==> config.mk <==
export PLATFORM = sky130hd
export DESIGN_NAME = dma_xfer_engine
export DESIGN_NICKNAME = d
export VERILOG_FILES = /design/src/rtl/dma_xfer_engine.sv
export SDC_FILE = /design/constraint.sdc
export NUM_CORES = 1
export LEC_CHECK = 0
export ABC_AREA = 1
export BUFFER_PORTS_ARGS = -buffer_cell sky130_fd_sc_hd__buf_2
export CAP_MARGIN = 20
export CORE_MARGIN = 2
export CORE_UTILIZATION = 50
export CTS_CLUSTER_SIZE = 40
export DETAILED_ROUTE_END_ITERATION = 16
export GPL_ROUTABILITY_DRIVEN = 0
export PLACE_DENSITY = 0.83
export SETUP_SLACK_MARGIN = 0.2
export SYNTH_ARGS = -nofsm -noshare
export SYNTH_HDL_FRONTEND = slang
export SYNTH_SLANG_ARGS = --single-unit
==> constraint.sdc <==
create_clock -name clk -period 2 [get_ports clk]
set_input_delay 0.1 -clock clk [delete_from_list [all_inputs] [get_ports clk]]
set_output_delay 0.1 -clock clk [all_outputs]
set_load 0.005 [all_outputs]
==> src/rtl/dma_xfer_engine.sv <==
module dma_xfer_engine #(
  parameter int W  = 16,
  parameter int DW = 16
) (
  input  logic          clk,
  input  logic          rst_n,
  input  logic          reg_wr,
  input  logic [1:0]    reg_sel,
  input  logic [W-1:0]  reg_wdata,
  output logic [W-1:0]  reg_rdata,
  output logic          dmar,
  input  logic          dmaa,
  output logic [W-1:0]  mem_addr,
  output logic          mem_we,
  output logic [DW-1:0] mem_wdata,
  input  logic [DW-1:0] mem_rdata,
  output logic          dev_strobe,
  output logic [DW-1:0] dev_wdata,
  input  logic [DW-1:0] dev_rdata,
  output logic          intr,
  input  logic          inta
);

  localparam logic [1:0] SEL_ADDR = 2'd0;
  localparam logic [1:0] SEL_CNT  = 2'd1;
  localparam logic [1:0] SEL_CTRL = 2'd2;

  logic [W-1:0] addr_q, cnt_q;
  logic busy, done, err, dir_q, burst_q, gap;
  logic xfer, ctrl_wr, start;
  logic [W-1:0] status;

  assign dmar       = busy & ~gap;
  assign xfer       = dmar & dmaa;
  assign mem_addr   = addr_q;
  assign mem_we     = xfer & ~dir_q;
  assign mem_wdata  = dev_rdata;
  assign dev_wdata  = mem_rdata;
  assign dev_strobe = xfer;
  assign ctrl_wr    = reg_wr && reg_sel == SEL_CTRL;
  assign start      = ctrl_wr & reg_wdata[0];
  assign status     = {{(W-6){1'b0}}, burst_q, dir_q, intr, err, done, busy};

  always_comb begin
    case (reg_sel)
      SEL_ADDR: reg_rdata = addr_q;
      SEL_CNT:  reg_rdata = cnt_q;
      SEL_CTRL: reg_rdata = status;
      default:  reg_rdata = '0;
    endcase
  end

  always_ff @(posedge clk) begin
    if (!rst_n) begin
      addr_q  <= '0;
      cnt_q   <= '0;
      busy    <= 1'b0;
      done    <= 1'b0;
      err     <= 1'b0;
      dir_q   <= 1'b0;
      burst_q <= 1'b0;
      gap     <= 1'b0;
      intr    <= 1'b0;
    end else begin
      if (inta) intr <= 1'b0;
      gap <= 1'b0;
      if (!busy) begin
        if (reg_wr && reg_sel == SEL_ADDR) addr_q <= reg_wdata;
        if (reg_wr && reg_sel == SEL_CNT)  cnt_q  <= reg_wdata;
        if (ctrl_wr) begin
          done    <= 1'b0;
          err     <= 1'b0;
          dir_q   <= reg_wdata[1];
          burst_q <= reg_wdata[2];
          if (start) begin
            if (cnt_q == '0) begin
              done <= 1'b1;
              intr <= 1'b1;
            end else begin
              busy <= 1'b1;
            end
          end
        end
      end else begin
        if (start) err <= 1'b1;
        if (xfer) begin
          addr_q <= addr_q + W'(1);
          cnt_q  <= cnt_q - W'(1);
          gap    <= ~burst_q;
          if (cnt_q == W'(1)) begin
            busy <= 1'b0;
            done <= 1'b1;
            intr <= 1'b1;
          end
        end
      end
    end
  end

  AST_WAIT_HOLDS: assert property (@(posedge clk) disable iff (!rst_n)
    (dmar && !dmaa && !reg_wr) |=> ($stable(cnt_q) && dmar));

  AST_WORD_STEP: assert property (@(posedge clk) disable iff (!rst_n)
    xfer |=> (cnt_q == $past(cnt_q) - W'(1) && addr_q == $past(addr_q) + W'(1)));

  AST_GAP_AFTER_WORD: assert property (@(posedge clk) disable iff (!rst_n)
    (xfer && !burst_q) |=> !dmar);

  AST_BURST_HOLD: assert property (@(posedge clk) disable iff (!rst_n)
    (xfer && burst_q && cnt_q != W'(1)) |=> dmar);

  AST_LAST_WORD_IRQ: assert property (@(posedge clk) disable iff (!rst_n)
    (xfer && cnt_q == W'(1)) |=> (intr && done && !busy));

  AST_INTR_HELD: assert property (@(posedge clk) disable iff (!rst_n)
    (intr && !inta) |=> intr);

  AST_IDLE_NO_REQ: assert property (@(posedge clk) disable iff (!rst_n)
    !busy |-> !dmar);

endmodule

**Word-level counts from Yosys, hierarchy flattened**

Cells that the tools add are included.

- Register bits after elaboration: 39
- Bits in latches: 0
- Memory bits (writable): 0
- Memory bits (read-only): 0
- Input bits: 55
- Output and inout bits: 68
- Logic and storage cells: 68
- Memories: 0

- Add/subtract/negate cells: 2
- $mul: 0
- Divide/modulo/power cells: 0
- Order comparisons: 0
- Equality and inequality tests: 6
- Shifts and indexed selects: 0
- Multiplexer cells: 29
- Bitwise logic cells: 8
- Reductions and logical operators: 14

Operator list:

| operator | number |
|---|---|
| 16-bit two-way mux | 6 |
| 16-bit one-hot mux with 3 select lines | 1 |
| 1-bit two-way mux | 22 |
| 16-bit by 1-bit adder with 16-bit output, second input constant | 1 |
| 16-bit by 1-bit == test with 1-bit output, second input constant | 1 |
| 16-bit logical NOT | 1 |
| 16-bit by 1-bit subtractor with 16-bit output, second input constant | 1 |
| 2-bit AND reduction | 4 |
| 2-bit by 1-bit != test with 1-bit output, second input constant | 3 |
| 3-bit AND reduction | 2 |
| 2-bit nonzero test | 3 |
| 1-bit AND | 4 |
| 1-bit NOT | 4 |
| 1-bit logical AND | 3 |
| 2-bit by 1-bit == test with 1-bit output, second input constant | 1 |
| 2-bit == test, second input constant | 1 |
| 2-bit logical NOT | 1 |

**Longest topological paths before layout**

Gate-level depths: netlist (run 1).

- Depth in word-level cells: 6
- Depth in mapped cells: 10
- Gate-level depth less buffers: 9

**Worst setup path after synthesis (run 1)**

No wires, ideal clock.

- Kind: register to register
- Start point: register addr_q[1], in the netlist mem_addr[1]
- End point: register addr_q[10], in the netlist mem_addr[10]
- Library setup time: 119 ps
- Data arrival time: 1186 ps
- Required time: 1881 ps
- Path slack: 694 ps
- Cell stages (with the launch flop): 9
- Cell sequence: dfxtp_1 > ha_1 > nand2_1 > nor2_4 > nand2_1 > nor2_1 > nand2_1 > nand3_1 > a21oi_1

- Cells in the longest elaborated chain, start to end: 3

Ends and longest elaborated chain:

| item | line | source |
|---|---|---|
| from (decl) | 28 | `logic [W-1:0] addr_q, cnt_q;` |
| from (signal assigned) | 68 | `if (reg_wr && reg_sel == SEL_ADDR) addr_q <= reg_wdata;` |
| from (signal assigned) | 87 | `addr_q <= addr_q + W'(1);` |
| 16-bit by 1-bit adder with 16-bit output | 87 |  |
| 16-bit two-way mux | 86 | `if (xfer) begin` |
| 16-bit two-way mux | 67 | `if (!busy) begin` |

Every way passes these cells. The select of a mux whose other input is x is not followed.
A chain may end at the register's enable or synchronous reset.

**Final worst setup path (run 1)**

- Start point: register cnt_q[1]
- End point: register cnt_q[14]

- Cells in the longest elaborated chain, start to end: 3

Ends and longest elaborated chain:

| item | line | source |
|---|---|---|
| from (decl) | 28 |  |
| from (signal assigned) | 69 | `if (reg_wr && reg_sel == SEL_CNT) cnt_q <= reg_wdata;` |
| from (signal assigned) | 88 | `cnt_q <= cnt_q - W'(1);` |
| 16-bit by 1-bit subtractor with 16-bit output | 88 |  |
| 16-bit two-way mux | 86 |  |
| 16-bit two-way mux | 67 |  |

Every way passes these cells. The select of a mux whose other input is x is not followed.

==> run_results.csv, run 1 <==
group,metric,value,unit
sta,period_share,80.91,%
setup_path,cp_max_fo,7,
clock_tree,cts_setup_buffers,0,
placed_design,post-dp-hpwl,6.255,mm
sta,timing.fmax,0.6180,GHz
detailed_routing,via_per_inst,5.573,
setup_path,critPathTopFamily,"simple AND/OR/NAND/NOR gates",
sta,final_hold_viol_count,0,
yosys,syn-num-nets,545,
clock_tree,clock_latency,300,ps
cells_and_area,antennaDiodeCount,0,
yosys,synthCells,487,
setup_path,start_kind,"register",
placed_design,portBuffers,58,
flow_run,maxCapViolCount,0,
yosys,yosysTopAreaCellShare,26.24,%
detailed_routing,drc,0,
global_routing,antenna_found_initial,0,
power_and_ir_drop,power.density,635.7,nW/µm²
floorplanning,start_util,50.86,%
sta,fin_skew,4.039,ps
floorplanning,die_x,81.14,µm
cells_and_area,final_cell_mix,"nand2_1 (111), nor2_1 (75), buf_2 (58)",
setup_path,r2r_setup_slack,380,ps
floorplanning,die-area,6584,µm²
clock_tree,cts_tree,"done",
setup_path,critPathSlowestCell,"ha_1",
detailed_routing,dr.pass1.iters,5,
floorplanning,top_level_ports,123,
setup_path,crit_chain,"inv_1, ha_1, inv_1, nor2_1, nand3_1, nand2_1, nand2_1, a21oi_1",
detailed_routing,wl_per_cell,14.52,µm
sta,relSlewSlack,60.32,%
global_routing,grt_pass1_vias,2823,
global_routing,grt_max_degree,37,
sta,finalMaxSlewViolations,0,
status,status,"finished, final reports clean",
yosys,syn_area_per_cell,6.110,µm²
clock_tree,clockBufferDepth,2,
cells_and_area,area_growth,4.920,%
setup_path,reg2regPathDepth,8,
global_routing,grt-ovfl-total,0,
yosys,yosysSeqAreaShare,26.24,%
global_routing,grt_first_pass_wirelength,13.54,mm
sta,fin_crit,1618,ps
setup_path,worst_ep_required_time,2230,ps
setup_path,worstSetupPathType,"register to register",
clock_tree,cts_root_buf,"clkbuf_8",
setup_path,crit_path_end_kind,"register",
clock_tree,clkSlewWorstSetupHoldPaths,80,ps
sta,rsz0062_at_grt,"no",
detailed_routing,ant_nets,0,
setup_path,cp_slowest_stage_delay,340,ps
global_routing,grt_usage,26.30,%
detailed_routing,via_count,3249,
hold_path,hold_path.class,"input port to register",
yosys,ys_warn_count,0,
sta,setup_viol_count_final,0,
clock_tree,h-tree-depth,2,
setup_path,crit_buf_inv,2,
cells_and_area,fin_nets,565,
clock_tree,ctsHoldBuffers,0,
cells_and_area,drive_above_1_share,16.93,%
setup_path,crit_cells,8,
hold_path,holdPathStages,3,
sta,max_slew.worst_pin.slew,595.2,ps
power_and_ir_drop,p_leak,1.483,nW
sta,tns,0,ps
detailed_routing,wirelength,8.465,mm
yosys,synth_top_area_cell,"dfxtp_1",
setup_path,worstPathArrival,1850,ps
cells_and_area,mostFrequentLayoutCell,"nand2_1",
detailed_routing,drt_iter0_markers,289,
floorplanning,placementRows,28,
clock_tree,cts_resized,0,
floorplanning,core,5851,µm²
clock_tree,cts_buffers,5,
yosys,syn_area,2975,µm²
power_and_ir_drop,vdd_drop_max,358.4,µV
yosys,ys_ff_latch,39,
clock_tree,clock-sinks,39,
power_and_ir_drop,power,1.985,mW
yosys,yosysUniqueCellTypes,30,
yosys,synthTopCellsByArea,"dfxtp_1 (26%), nand2_1 (14%), nor2_1 (9.5%), o21ai_0 (8.2%), buf_4 (8.1%)",
floorplanning,die_h,81.14,µm
## worst paths after layout
kind                to    startpoint
max          cnt_q[14]      cnt_q[1]
max reg2reg  cnt_q[14]      cnt_q[1]
min            burst_q  reg_wdata[2]
min reg2reg        gap       burst_q
## cell type report
type	instances	area (µm²)
timing repair buffer	60	305.3
fill	592	2729
inverter	57	219.0
clock inverter	3	15.01
sequential	39	780.7
multi-input combinational	344	1639
tap	75	93.84
clock buffer	5	68.82
## worst reg2reg max path, stage by stage (launching register included)
cell and delay (ps):
dfxtp_1 300, inv_1 160, ha_1 340, inv_1 100, nor2_1 260, nand3_1 120, nand2_1 80, nand2_1 50
a21oi_1 150
## Yosys cell counts (all sizes together)
library cell / number
nand4: 4
a21oi: 38
inv: 57
o21ai: 50
nor2: 83
dfxtp: 39
ha: 3
nor3: 1
nand3b: 1
a31oi: 3
xor2: 3
o221ai: 3
a211oi: 1
buf: 39
clkbuf: 8
nand2: 116
o22ai: 9
o211ai: 4
nand3: 25
## where the power goes
| part | internal, mW | total (mW) | switching, mW |
|---|---|---|---|
| sequential | 0.827 | 0.894 | 0.0676 |
| clock | 0.239 | 0.551 | 0.312 |
| combinational | 0.187 | 0.539 | 0.352 |
| total | 1.25 | 1.98 | 0.732 |
## state kept, by name, indices dropped and copies added, names as in the netlist
register and flops:
done 1, mem_addr 16, burst_q 1, gap 1
busy 1, err 1, cnt_q 16, dir_q 1
intr 1
## per-layer routing
metal	up-vias	global-route usage, %	part of all wire, %
met5	-	0	0
met4	0	11.02	2.5
met3	19	3.778	9.1
met2	175	43.31	48
met1	1479	34.38	41
li1	1576	-	-
## kinds of logic (layout without fill, tap and decap cells)
logic type               after synthesis  count (layout)  synth area share [%]
AND/OR/NAND/NOR                      230             230                 33.30
AO/OA/AOI/OAI                        108             108                 19.64
buffers and inverters                104             125                 18.67
flip-flops                            39              39                 26.24
adder cells (fa/ha/maj)                3               3                 1.262
XOR/XNOR                               3               3                0.8833
## through the flow
stage                     cell area, µm²  util (%)  hold WS [ps]  worst slack (ps)  instances
after global placement              3038     51.92         200.0             476.9        575
final                               3122     53.36         53.76             381.8        583
after CTS                           3122     53.36         53.63             414.0        583
after detailed placement            3038     51.92         200.0             411.2        575
after floorplan                     2975         -         238.3             694.4        487
after global routing                3122     53.36         85.12             299.2        583
No activity file was read; power rests on OpenSTA's default activity.
==> run 2: changes to the inputs <==
Settings changed: CORE_UTILIZATION 50 to 49, PLACE_DENSITY 0.83 to 0.81.
Clock period 2 ns to 1.5 ns, I/O delays scaled along.
==> run 2 against run 1 <==
Compared with the run above: sequential share of layout area is 2.0 points lower; cell count is 2.2% higher; clock skew is 3.1 ps higher; register-to-register slack worse by 230 ps; critical path depth is 1 lower; combinational power is 62% higher; fmax is 20% higher; die area is 1.9% higher; clock power is 96% higher; via count is 6.1% higher; critical path type unchanged; largest power group unchanged.
==> run_results.csv, run 2 (same netlist as run 1, synthesis figures left out) <==
group,metric,value,unit
status,status,"finished, final reports clean",
clock_tree,clockBufferDepth,2,
clock_tree,ctsHoldBuffers,0,
clock_tree,cts_tree,"done",
detailed_routing,ant_nets,0,
placed_design,place_ws,68.99,ps
power_and_ir_drop,seqPwrFrac,38.2,%
setup_path,worstSetupPathType,"register to register",
setup_path,worst_ep_required_time,1730,ps
floorplanning,top_level_ports,123,
cells_and_area,mostFrequentLayoutCell,"nand2_1",
global_routing,grt_usage,26.62,%
global_routing,antenna_found_initial,0,
power_and_ir_drop,swShare,33.68,%
power_and_ir_drop,power.density,886.1,nW/µm²
global_routing,grt_max_degree,35,
detailed_routing,dr.pass1.iters,6,
clock_tree,clock_latency,300,ps
global_routing,grt-ovfl-total,0,
global_routing,grt_first_pass_wirelength,13.87,mm
clock_tree,cts_root_buf,"clkbuf_8",
sta,setup_slack,149.5,ps
global_routing,grt_pass1_vias,2899,
sta,setup_viol_count_final,0,
sta,fin_skew,7.107,ps
detailed_routing,wl_per_cell,16.05,µm
clock_tree,h-tree-depth,2,
setup_path,start_kind,"register",
sta,rsz0062_at_grt,"yes",
cells_and_area,final_util,60.63,%
floorplanning,die_h,81.93,µm
setup_path,crit_path_end_kind,"register",
cells_and_area,final_cell_mix,"nand2_1 (104), nor2_1 (60), buf_2 (58)",
placed_design,post-dp-hpwl,6.278,mm
hold_path,hold_path.class,"input port to register",
clock_tree,cts_buffers,5,
cells_and_area,fin_area,3568,µm²
placed_design,placed_cells,579,
detailed_routing,drt_iter0_markers,409,
floorplanning,start_util,50.55,%
flow_run,maxCapViolCount,0,
sta,hold_ws,36.96,ps
setup_path,worstPathArrival,1580,ps
floorplanning,die-area,6712,µm²
clock_tree,clock-sinks,39,
setup_path,cp_max_fo,4,
placed_design,dpl-instance-area,3084,µm²
sta,max_slew.worst_pin.slew,444.6,ps
floorplanning,die_x,81.93,µm
cells_and_area,area_growth,19.93,%
sta,timing.fmax,0.7405,GHz
power_and_ir_drop,p_clk_share,34.1,%
clock_tree,clkSlewWorstSetupHoldPaths,80,ps
sta,final_hold_viol_count,0,
power_and_ir_drop,vdd_drop_max,497.0,µV
sta,fin_crit,1350,ps
power_and_ir_drop,p_sw,1.065,mW
detailed_routing,wirelength,9.564,mm
floorplanning,placementRows,28,
cells_and_area,fin_cells,596,
sta,period_share,90.03,%
power_and_ir_drop,p_int,2.097,mW
sta,relSlewSlack,70.33,%
detailed_routing,drc,0,
sta,tns,0,ps
sta,finalMaxSlewViolations,0,
cells_and_area,fin_nets,578,
placed_design,portBuffers,58,
cells_and_area,drive_above_1_share,29.37,%
power_and_ir_drop,p_leak,1.630,nW
detailed_routing,via_per_inst,5.784,
power_and_ir_drop,power,3.162,mW
detailed_routing,via_count,3447,
cells_and_area,antennaDiodeCount,0,
power_and_ir_drop,combPwrFrac,27.7,%
floorplanning,core,5886,µm²
[run 2: final timing paths]
kind,from,endpoint,slack [ps],depth (start not counted)
max,cnt_q[1],cnt_q[4],150,7
max reg2reg,cnt_q[1],cnt_q[4],150,7
min reg2reg,burst_q,gap,470,1
min,reg_wdata[1],dir_q,40,3
[run 2: power by group through the flow]
stage                     Combinational (mW)  Sequential, mW  Clock, mW
final                                  0.874            1.21       1.08
after global routing                   0.958            1.22       1.12
after CTS                              0.748            1.19       1.08
after detailed placement               0.716            1.21          0
after global placement                 0.705            1.21          0
after floorplan                        0.579            1.19          0
[run 2: what timing repair did]
item,4_1_cts,5_1_grt
endpoints found under the setup margin,27,37
resized for setup,22,76
buffers inserted,1,7
pin swaps,1,19
gates cloned,0,1
[run 2: final cells by class]
cell class | instances | area (µm²)
Clock buffer | 6 | 72.57
Timing Repair Buffer | 73 | 456.7
Multi-Input combinational cell | 344 | 1833
Sequential cell | 39 | 820.8
Clock inverter | 2 | 60.06
Fill cell | 517 | 2317
Tap cell | 75 | 93.84
Inverter | 57 | 231.5
[run 2: critical path, stage by stage (launching register included)]
cell and delay (ps):
dfxtp_1 330, inv_2 130, ha_4 180, buf_4 120, nand2_1 80, nor2_1 180
o21ai_1 120, a31oi_1 140
[run 2: layer usage]
metal	share of wire, %	track usage [%]	wire length (µm)
met1	38	36.34	3596
met4	4.4	9.833	421
met5	0	0	0
met3	11	4.505	1061
met2	47	41.95	4485
==> run 3: changes to the inputs <==
Settings changed: CELL_PAD_IN_SITES_DETAIL_PLACEMENT set to 1, CELL_PAD_IN_SITES_GLOBAL_PLACEMENT set to 1, CORE_UTILIZATION 49 to 35, PLACE_DENSITY 0.81 to unset, PLACE_DENSITY_LB_ADDON set to 0.1.
Clock period 1.5 ns to 1.7 ns, I/O delays scaled along.
==> run 3 against run 2 <==
Compared with the run above: combinational power decreased by 21%; cell count increased by 3.9%; clock power decreased by 39%; first-iteration DRC count fell by 64%; largest cell class unchanged; routed wire length increased by 10%; worst setup slack better by 120 ps.
==> run_results.csv, run 3 (same netlist as run 1, synthesis figures left out) <==
group,metric,value,unit
status,status,"finished, final reports clean",
floorplanning,die-area,9254,µm²
global_routing,grt_max_degree,28,
cells_and_area,drive_above_1_share,21.01,%
power_and_ir_drop,power,2.407,mW
clock_tree,cts_tree,"done",
floorplanning,die_x,96.20,µm
clock_tree,ctsHoldBuffers,0,
setup_path,worstSetupPathType,"register to output port",
cells_and_area,fin_area,3272,µm²
placed_design,portBuffers,58,
detailed_routing,drt_iter0_markers,147,
detailed_routing,via_per_inst,5.194,
detailed_routing,ant_nets,0,
power_and_ir_drop,p_leak,1.525,nW
sta,fin_crit,1434,ps
cells_and_area,final_util,39.82,%
global_routing,grt_pass1_vias,3145,
cells_and_area,area_growth,9.966,%
sta,finalMaxSlewViolations,0,
detailed_routing,wirelength,10.54,mm
clock_tree,h-tree-depth,2,
global_routing,grt_first_pass_wirelength,16.59,mm
power_and_ir_drop,p_sw,908.8,µW
sta,rsz0062_at_grt,"yes",
placed_design,post-dp-hpwl,8.237,mm
setup_path,worst_ep_required_time,1620,ps
floorplanning,core,8217,µm²
power_and_ir_drop,vdd_drop_max,304.7,µV
power_and_ir_drop,seqPwrFrac,44.0,%
setup_path,crit_path_end_kind,"output port",
setup_path,worstPathArrival,1350,ps
power_and_ir_drop,p_int,1.498,mW
detailed_routing,drc,0,
clock_tree,cts_root_buf,"clkbuf_8",
floorplanning,top_level_ports,123,
floorplanning,die_h,96.20,µm
clock_tree,clock_latency,300,ps
global_routing,antenna_found_initial,0,
sta,setup_viol_count_final,0,
placed_design,place_ws,173.1,ps
clock_tree,clock-sinks,39,
setup_path,cp_max_fo,23,
cells_and_area,fin_nets,571,
flow_run,maxCapViolCount,0,
detailed_routing,via_count,3215,
cells_and_area,mostFrequentLayoutCell,"nand2_1",
clock_tree,cts_buffers,5,
hold_path,hold_path.class,"input port to register",
sta,relSlewSlack,69.40,%
sta,tns,0,ps
cells_and_area,final_cell_mix,"nand2_1 (109), nor2_1 (72), buf_2 (58)",
sta,max_slew.worst_pin.slew,458.9,ps
power_and_ir_drop,power.density,735.7,nW/µm²
sta,fin_skew,9.478,ps
detailed_routing,dr.pass1.iters,5,
clock_tree,clockBufferDepth,2,
global_routing,grt-ovfl-total,0,
setup_path,start_kind,"register",
detailed_routing,wl_per_cell,17.03,µm
sta,period_share,84.34,%
sta,final_hold_viol_count,0,
power_and_ir_drop,combPwrFrac,28.6,%
power_and_ir_drop,swShare,37.75,%
global_routing,grt_usage,23.69,%
floorplanning,placementRows,33,
sta,setup_slack,266.2,ps
clock_tree,clkSlewWorstSetupHoldPaths,90,ps
placed_design,dpl-instance-area,3126,µm²
sta,timing.fmax,0.6975,GHz
cells_and_area,antennaDiodeCount,0,
floorplanning,start_util,36.21,%
power_and_ir_drop,p_clk_share,27.4,%
[run 3: cell count changes in the layout (fill, tap and decap cells not counted), moves of 4 or more]
cell / before / now
nand3_1: 20 / 24
dfxtp_2: 14 / 6
nand2_1: 104 / 109
o21ai_0: 38 / 49
nor2_4: 12 / 5
o21ai_1: 11 / 1
nor2_2: 10 / 5
dfxtp_1: 19 / 32
nand2_2: 8 / 4
dfxtp_4: 6 / 1
nor2_1: 60 / 72
[run 3: critical path: stages (launching register included)]
cell	delay [ps]
dfxtp_2	400
inv_4	60
buf_4	220
o221ai_2	220
buf_2	140
[run 3: what timing repair did]
item | CTS | global route
gates resized for setup | 3 | 17
pin swaps | 0 | 1
buffers inserted | 0 | 1
endpoints found under the setup margin | 6 | 15
[run 3: final cells by class]
type                       instances  area, µm²
clock inverter                     3      15.01
inverter                          57      219.0
clock buffer                       5      68.82
multi-input combinational        344       1683
timing repair buffer              66      362.8
sequential                        39      792.0
tap                              105      131.4
fill                            1150       4945
[run 3: power by group through the flow]
| stage | sequential (mW) | clock [mW] | combinational [mW] |
|---|---|---|---|
| 2_1_floorplan | 1.05 | 0 | 0.511 |
| 3_3_place_gp | 1.08 | 0 | 0.657 |
| 3_5_place_dp | 1.08 | 0 | 0.666 |
| 4_1_cts | 1.06 | 0.683 | 0.671 |
| 5_1_grt | 1.07 | 0.716 | 0.787 |
| 6_report | 1.06 | 0.660 | 0.689 |
[run 3: path summary, 6_finish.rpt]
check / startpoint / end / slack [ps] / cells past startpoint
max: busy / reg_rdata[0] / 270 / 4
min: reg_wdata[2] / burst_q / 50 / 3
max reg2reg: cnt_q[1] / done / 320 / 9
min reg2reg: burst_q / gap / 490 / 1
[run 3: layer usage]
metal	track usage (%)	routed length, µm	up-vias
met5	0	0	-
met4	4.881	102	0
met3	4.620	583	14
met2	37.21	4750	71
met1	33.51	5104	1543
li1	-	-	1587
[run 3: through the flow]
step           hold slack (ps)  instances
2_1_floorplan            223.3        487
3_3_place_gp             170.0        610
3_5_place_dp             170.0        610
4_1_cts                  57.60        618
5_1_grt                  66.04        619
6_report                 52.69        619
